**src/rtl/gpio_port_pkg.sv**
```systemverilog
package gpio_port_pkg;
    localparam int PIN_W  = 8;
    localparam int BUS_W  = 32;
    localparam int ADDR_W = 12;

    localparam logic [ADDR_W-1:0] A_DIR    = 12'h400;
    localparam logic [ADDR_W-1:0] A_LVL    = 12'h404;
    localparam logic [ADDR_W-1:0] A_BOTH   = 12'h408;
    localparam logic [ADDR_W-1:0] A_POL    = 12'h40C;
    localparam logic [ADDR_W-1:0] A_IEN    = 12'h410;
    localparam logic [ADDR_W-1:0] A_RAW    = 12'h414;
    localparam logic [ADDR_W-1:0] A_MSK    = 12'h418;
    localparam logic [ADDR_W-1:0] A_CLR    = 12'h41C;
    localparam logic [ADDR_W-1:0] A_ALT    = 12'h420;
    localparam logic [ADDR_W-1:0] A_DRV2   = 12'h500;
    localparam logic [ADDR_W-1:0] A_DRV4   = 12'h504;
    localparam logic [ADDR_W-1:0] A_DRV8   = 12'h508;
    localparam logic [ADDR_W-1:0] A_ODRN   = 12'h50C;
    localparam logic [ADDR_W-1:0] A_PUP    = 12'h510;
    localparam logic [ADDR_W-1:0] A_PDN    = 12'h514;
    localparam logic [ADDR_W-1:0] A_SLEW   = 12'h518;
    localparam logic [ADDR_W-1:0] A_DEN    = 12'h51C;
    localparam logic [ADDR_W-1:0] A_LOCK   = 12'h520;
    localparam logic [ADDR_W-1:0] A_COMMIT = 12'h524;
    localparam logic [ADDR_W-1:0] A_ANA    = 12'h528;
    localparam logic [ADDR_W-1:0] A_ID_LO  = 12'hFD0;

    localparam logic [BUS_W-1:0] UNLOCK_KEY = 32'h0ACC_E551;

    typedef logic [PIN_W-1:0] pins_t;

    typedef struct packed {
        pins_t dout;
        pins_t dir;
        pins_t lvl;
        pins_t both;
        pins_t pol;
        pins_t ien;
        pins_t raw;
        pins_t alt;
        pins_t drv2;
        pins_t drv4;
        pins_t drv8;
        pins_t odrn;
        pins_t pup;
        pins_t pdn;
        pins_t slew;
        pins_t den;
        pins_t ana;
        pins_t commit;
        logic  locked;
    } regs_t;

    localparam regs_t REGS_RST = '{commit: 8'hFF, locked: 1'b1, default: '0};
endpackage

```
**src/rtl/gpio_sync.sv**
```systemverilog
module gpio_sync #(
    parameter int W      = 8,
    parameter int STAGES = 2
) (
    input  logic         clk,
    input  logic         rst_n,
    input  logic [W-1:0] async_in,
    output logic [W-1:0] sync_out,
    output logic [W-1:0] prev_out
);
    logic [W-1:0] chain_q [STAGES+1];

    always_ff @(posedge clk or negedge rst_n) begin
        if (!rst_n) chain_q[0] <= '0;
        else        chain_q[0] <= async_in;
    end

    for (genvar s = 1; s <= STAGES; s++) begin : g_stage
        always_ff @(posedge clk or negedge rst_n) begin
            if (!rst_n) chain_q[s] <= '0;
            else        chain_q[s] <= chain_q[s-1];
        end
    end

    assign sync_out = chain_q[STAGES-1];
    assign prev_out = chain_q[STAGES];
endmodule

```
**src/rtl/gpio_evt_detect.sv**
```systemverilog
module gpio_evt_detect #(
    parameter int W = 8
) (
    input  logic [W-1:0] cur,
    input  logic [W-1:0] prev,
    input  logic [W-1:0] both,
    input  logic [W-1:0] pol,
    output logic [W-1:0] edge_hit,
    output logic [W-1:0] level_hit
);
    for (genvar i = 0; i < W; i++) begin : g_pin
        logic rise, fall;
        assign rise         = cur[i] & ~prev[i];
        assign fall         = ~cur[i] & prev[i];
        assign edge_hit[i]  = both[i] ? (rise | fall) : (pol[i] ? rise : fall);
        assign level_hit[i] = (cur[i] == pol[i]);
    end
endmodule

```
**src/rtl/gpio_id_rom.sv**
```systemverilog
module gpio_id_rom #(
    parameter int          N     = 12,
    parameter logic [95:0] TABLE = 96'hB105F00D_00041061_00000000
) (
    input  logic [3:0] idx,
    output logic [7:0] id_byte
);
    always_comb begin
        id_byte = '0;
        for (int k = 0; k < N; k++) begin
            if (idx == 4'(k)) id_byte = TABLE[k*8 +: 8];
        end
    end
endmodule

```
**src/rtl/gpio_port_ctrl.sv**
```systemverilog
module gpio_port_ctrl
    import gpio_port_pkg::*;
#(
    parameter int          SYNC_STAGES = 2,
    parameter logic [95:0] ID_TABLE    = 96'hB105F00D_00041061_00000000
) (
    input  logic              clk,
    input  logic              rst_n,
    input  logic              bus_sel,
    input  logic              bus_wr,
    input  logic [ADDR_W-1:0] bus_addr,
    input  logic [BUS_W-1:0]  bus_wdata,
    output logic [BUS_W-1:0]  bus_rdata,
    input  logic [PIN_W-1:0]  pin_in,
    output logic [PIN_W-1:0]  pin_out,
    output logic [PIN_W-1:0]  pin_oe,
    output logic              irq
);
    localparam int PAD_W = BUS_W - PIN_W;

    regs_t st_q, st_d;
    pins_t pin_sync, pin_prev, edge_hit, level_hit, clr_bits, dmask, wd8, port_val;
    logic  wr_en, in_data, in_id;
    logic [7:0] id_byte;

    gpio_sync #(.W(PIN_W), .STAGES(SYNC_STAGES)) u_sync (
        .clk(clk), .rst_n(rst_n), .async_in(pin_in),
        .sync_out(pin_sync), .prev_out(pin_prev)
    );

    gpio_evt_detect #(.W(PIN_W)) u_evt (
        .cur(pin_sync), .prev(pin_prev), .both(st_q.both), .pol(st_q.pol),
        .edge_hit(edge_hit), .level_hit(level_hit)
    );

    gpio_id_rom #(.TABLE(ID_TABLE)) u_id (
        .idx(bus_addr[5:2] - 4'd4), .id_byte(id_byte)
    );

    assign wr_en    = bus_sel & bus_wr;
    assign in_data  = (bus_addr[11:10] == 2'b00);
    assign in_id    = (bus_addr >= A_ID_LO);
    assign dmask    = bus_addr[9:2];
    assign wd8      = bus_wdata[PIN_W-1:0];
    assign clr_bits = (wr_en && bus_addr == A_CLR) ? wd8 : '0;
    assign port_val = (st_q.dir & st_q.dout) | (~st_q.dir & pin_sync);

    always_comb begin
        st_d = st_q;
        if (wr_en) begin
            if (in_data) begin
                st_d.dout = (st_q.dout & ~(dmask & st_q.dir)) | (wd8 & dmask & st_q.dir);
            end else begin
                case (bus_addr)
                    A_DIR:    st_d.dir  = wd8;
                    A_LVL:    st_d.lvl  = wd8;
                    A_BOTH:   st_d.both = wd8;
                    A_POL:    st_d.pol  = wd8;
                    A_IEN:    st_d.ien  = wd8;
                    A_ALT:    st_d.alt  = (st_q.alt & ~st_q.commit) | (wd8 & st_q.commit);
                    A_DRV2:   st_d.drv2 = wd8;
                    A_DRV4:   st_d.drv4 = wd8;
                    A_DRV8:   st_d.drv8 = wd8;
                    A_ODRN:   st_d.odrn = wd8;
                    A_PUP:    st_d.pup  = wd8;
                    A_PDN:    st_d.pdn  = wd8;
                    A_SLEW:   st_d.slew = wd8;
                    A_DEN:    st_d.den  = wd8;
                    A_ANA:    st_d.ana  = wd8;
                    A_LOCK:   st_d.locked = (bus_wdata != UNLOCK_KEY);
                    A_COMMIT: if (!st_q.locked) st_d.commit = wd8;
                    default:  ;
                endcase
            end
        end
        // level pins follow the pin; edge pins are sticky, set beats clear
        st_d.raw = (st_q.lvl & level_hit)
                 | (~st_q.lvl & ((st_q.raw & ~clr_bits) | edge_hit));
    end

    always_ff @(posedge clk or negedge rst_n) begin
        if (!rst_n) st_q <= REGS_RST;
        else        st_q <= st_d;
    end

    always_comb begin
        bus_rdata = '0;
        if (bus_sel && !bus_wr) begin
            if (in_data) begin
                bus_rdata = {{PAD_W{1'b0}}, port_val & dmask};
            end else if (in_id) begin
                bus_rdata = {{PAD_W{1'b0}}, id_byte};
            end else begin
                case (bus_addr)
                    A_DIR:    bus_rdata = {{PAD_W{1'b0}}, st_q.dir};
                    A_LVL:    bus_rdata = {{PAD_W{1'b0}}, st_q.lvl};
                    A_BOTH:   bus_rdata = {{PAD_W{1'b0}}, st_q.both};
                    A_POL:    bus_rdata = {{PAD_W{1'b0}}, st_q.pol};
                    A_IEN:    bus_rdata = {{PAD_W{1'b0}}, st_q.ien};
                    A_RAW:    bus_rdata = {{PAD_W{1'b0}}, st_q.raw};
                    A_MSK:    bus_rdata = {{PAD_W{1'b0}}, st_q.raw & st_q.ien};
                    A_ALT:    bus_rdata = {{PAD_W{1'b0}}, st_q.alt};
                    A_DRV2:   bus_rdata = {{PAD_W{1'b0}}, st_q.drv2};
                    A_DRV4:   bus_rdata = {{PAD_W{1'b0}}, st_q.drv4};
                    A_DRV8:   bus_rdata = {{PAD_W{1'b0}}, st_q.drv8};
                    A_ODRN:   bus_rdata = {{PAD_W{1'b0}}, st_q.odrn};
                    A_PUP:    bus_rdata = {{PAD_W{1'b0}}, st_q.pup};
                    A_PDN:    bus_rdata = {{PAD_W{1'b0}}, st_q.pdn};
                    A_SLEW:   bus_rdata = {{PAD_W{1'b0}}, st_q.slew};
                    A_DEN:    bus_rdata = {{PAD_W{1'b0}}, st_q.den};
                    A_ANA:    bus_rdata = {{PAD_W{1'b0}}, st_q.ana};
                    A_LOCK:   bus_rdata = {{(BUS_W-1){1'b0}}, st_q.locked};
                    A_COMMIT: bus_rdata = {{PAD_W{1'b0}}, st_q.commit};
                    default:  bus_rdata = '0;
                endcase
            end
        end
    end

    assign pin_out = st_q.dout;
    assign pin_oe  = st_q.dir;
    assign irq     = |(st_q.raw & st_q.ien);
endmodule

```
**config.mk**
```make
export PLATFORM = sky130hd
export DESIGN_NAME = gpio_port_ctrl
export DESIGN_NICKNAME = d
export VERILOG_FILES = /design/src/rtl/gpio_port_pkg.sv /design/src/rtl/gpio_sync.sv /design/src/rtl/gpio_evt_detect.sv /design/src/rtl/gpio_id_rom.sv /design/src/rtl/gpio_port_ctrl.sv
export SDC_FILE = /design/constraint.sdc
export NUM_CORES = 1
export LEC_CHECK = 0
export CAP_MARGIN = 0
export CORE_MARGIN = 5
export CORE_UTILIZATION = 35
export CTS_CLUSTER_DIAMETER = 30
export DETAILED_ROUTE_END_ITERATION = 16
export GPL_TIMING_DRIVEN = 0
export PLACE_DENSITY = 0.52
export SETUP_SLACK_MARGIN = 0.4
export SLEW_MARGIN = 5
export SYNTH_ARGS = -nofsm -noshare
export SYNTH_HDL_FRONTEND = slang
export SYNTH_SLANG_ARGS = --single-unit
```
**constraint.sdc**
```tcl
create_clock -name clk -period 5.8 [get_ports clk]
set_clock_uncertainty 0.1 [all_clocks]
set_input_delay 1.16 -clock clk [delete_from_list [all_inputs] [get_ports clk]]
set_output_delay 1.16 -clock clk [all_outputs]
set_load 0.02 [all_outputs]
```
==> metrics, run 1 <==
kind of critical path=in2out; Yosys warning count=0; CTS Sinks=169; WP data required=4.54 ns; DIE AREA=0.02931 mm²; Yosys reg bits=approximately 170; most common flop cell mapped by yosys=dfrtp_1; Pre-antenna DRT Iters=5; Buffers on Ports=70; Net Sw Frac=25.02%; Multi-input gate area=0.004417 mm²; 1st-iter DRT viols=between 700 and 800; Clock power frac=45.1%; Pint=between 0.0015 and 0.002 W; Placer Congestion=0.9962; io pins=105; most frequent cells in the layout=160 x dfrtp_1, 143 x mux2_2, 62 x clkdlybuf4s50_1; Min-Delay Path Class=reg2reg; Total Power=0.002605 W; Flop pwr share=45.9%; Worst VDD drop=between 0.1 and 0.15 mV; clock slew at reported path FFs=0.07 ns; gate count of the mapped netlist=812; Post-Syn Area=0.009096 mm²; Max Cap Violations=0; most common cell after layout, fill and taps aside=dfrtp_1; # hold bufs at CTS=0; first-pass GRT wire length=47140 µm; wire per inst=24.83 µm; register area share after synthesis=46.62%; Mean Syn Cell Area=11.20 µm²; top-area cell type share of the netlist area=44.02%; Rows=59; combinational share of power=under 10%; final number of setup-violating endpoints=0; Root Driver=clkbuf_16; CTS tree=built; unrepaired setup endpoints after global routing=true; final WL=31740 µm; fin crit period=5.433 ns; ANT cells=0; top post-synthesis cells by area=dfrtp_1 44%, mux2_2 18%, buf_4 3.5%; R2R Path Start=st_q[0]; post-route ant nets=0; Setup crit end kind=output pin; placeable core area=0.02584 mm²; clk_lat worst skew=0.43 ns; GR Overflow Total=0; library cells used by synthesis=a little over 60; Max Fclk=184.1 MHz; final net count=between 1000 and 1500; initial antenna violation count=0; Final TNS setup=0 ns; status=completed; Sequential Area=about 0.0042 mm²; Starting Density=35.21%; DP HPWL=22200 µm; slew margin rel.=37.11%; Die Span Y=171.2 µm; total CTS buffers=17; share of layout cells above drive strength 1=31.81%; DRC=0; Die W=171.2 µm; DP Area=about 0.010 mm²; clock tree buffer depth=2; final hold violations=0; pwr/cell area=235.0 mW/mm²; Least-Margin Pin Slew=0.9434 ns; htree depth=4; Hold Crit Start=u_sync.chain_q[23]; fillcell total=2527; fin crit share=93.68%; Post-synth EDFFs=0; Final Instance Area=around 0.011 mm²; via count=7196; crit path from=bus_addr[2]; area grow syn2layout=21.86%; pin count of the biggest net entering global routing=101; cell taking the most area after synthesis=dfrtp_1; Sw Pwr=0.0006519 W; drt via density=5.631; Max Slew Vio Count=0; GRT Resource Usage Total=21.83%; Worst EP arrival=4.17 ns; number of global-route vias before repair=7290; CP Max Fanout=10; leak pwr=~5 nW; CP startpoint kind=input pin; Synth async-reset ratio=100.0%
-- registers in the layout, summed over array words and instances (netlist names), named ones only --
name	flops
st_q	121
u_sync.chain_q	8
pin_out	8
u_sync.sync_out	8
pin_oe	8
u_sync.prev_out	8
-- power by group through the flow --
stage          clock network, W  logic, W  registers, W
2_1_floorplan                 0  0.000107       0.00122
3_3_place_gp                  0  0.000220       0.00122
3_5_place_dp                  0  0.000222       0.00122
4_1_cts                 0.00120  0.000229       0.00120
5_1_grt                 0.00125  0.000248       0.00120
6_report                0.00118  0.000233       0.00120
-- stage by stage --
step / hold slack (ns) / setup WS [ns] / cells / util [%]
after floorplan: 0.2312 / 1.507 / 835 / -
after global placement: 0.2334 / -3.910 / 1240 / 39.87
after detailed placement: 0.2358 / -0.3628 / 1241 / 40.00
after CTS: 0.2488 / 0.3642 / 1278 / 42.74
after global routing: 0.2529 / 0.2598 / 1278 / 42.90
final: 0.2459 / 0.3668 / 1278 / 42.90
-- Yosys cell counts, drive strengths merged (3+ instances only) --
| master | number |
|---|---|
| a22o | 4 |
| dfrtp | 160 |
| clkbuf | 37 |
| nor2b | 12 |
| buf | 54 |
| o21ai | 19 |
| o22ai | 4 |
| nand2 | 54 |
| a31oi | 7 |
| xor2 | 8 |
| nor3 | 12 |
| and3 | 6 |
| or2 | 3 |
| mux2 | 151 |
| nor4b | 5 |
| dfstp | 9 |
| o32ai | 5 |
| a211oi | 21 |
| inv | 20 |
| nand3 | 32 |
| ha | 16 |
| and3b | 3 |
| nor4 | 8 |
| and2 | 6 |
| nand4 | 17 |
| mux2i | 13 |
| a32oi | 7 |
| nor4bb | 6 |
| a22oi | 16 |
| nor2 | 27 |
| o31ai | 5 |
| o211ai | 5 |
| a21oi | 33 |
-- what timing repair did --
action                                  4_1_cts  5_1_grt
gates resized for setup                      30       12
endpoints found under the setup margin        8        7
cloned                                        0        0
pin swaps                                     3        0
endpoints found under the hold margin         0        0
setup buffers                                 5        0
-- cells by family (layout without fill, tap and decap cells) --
| group | after synthesis | count (layout) | synth area share [%] |
|---|---|---|---|
| DFF | 169 | 169 | 46.62 |
| buffers and inverters | 111 | 219 | 6.479 |
| muxes | 165 | 165 | 20.70 |
| and+or+nand+nor | 202 | 202 | 12.78 |
| xor gates and xnor gates | 8 | 8 | 0.7703 |
| other | 1 | 24 | 0.04123 |
| AOI/OAI and AO/OA | 140 | 140 | 10.41 |
| adders and majority gates | 16 | 16 | 2.201 |
-- metal layers --
metal / GRT usage, % / up-vias / share of wire (%)
met3: 5.861 / 66 / 8.8
met5: 0 / - / 0
li1: - / 3166 / -
met1: 29.50 / 3564 / 43
met4: 9.025 / 0 / 3.6
met2: 33.31 / 400 / 44
-- critical path, cell delays in order --
cell             delay (ns)
clkdlybuf4s50_1        0.56
buf_4                  0.27
clkbuf_1               0.54
a22oi_1                0.17
o32ai_1                0.40
nor4_1                 0.12
a31oi_1                0.28
clkdlybuf4s50_1        0.66
-- layout make-up --
class,count,area share (%)
sequential,169,38.25
buffer,91,4.967
timing repair buffer,76,7.044
tap,335,3.781
clock inverter,9,1.027
multi-input combinational,555,39.85
inverter,20,0.6773
clock buffer,23,4.402
-- path summary, 6_finish.rpt --
kind	endpoint	slack, ns	depth (start not counted)
worst max-delay path	bus_rdata[0]	0.37	8
worst min-delay path	u_sync.sync_out[7]	0.25	0
worst max register to register	st_q[2]	4.16	3
worst min register to register	u_sync.sync_out[7]	0.25	0
max in group asynchronous	st_q[6]	4.07	2
min in group asynchronous	pin_oe[2]	0.63	1
Power figures use the tool's default switching activity.
==> run 2: changes to the inputs <==
- HOLD_SLACK_MARGIN: default -> 0.08
==> results of run 2 <==
The final DEF is identical to that of run 1; final timing and power are the same.
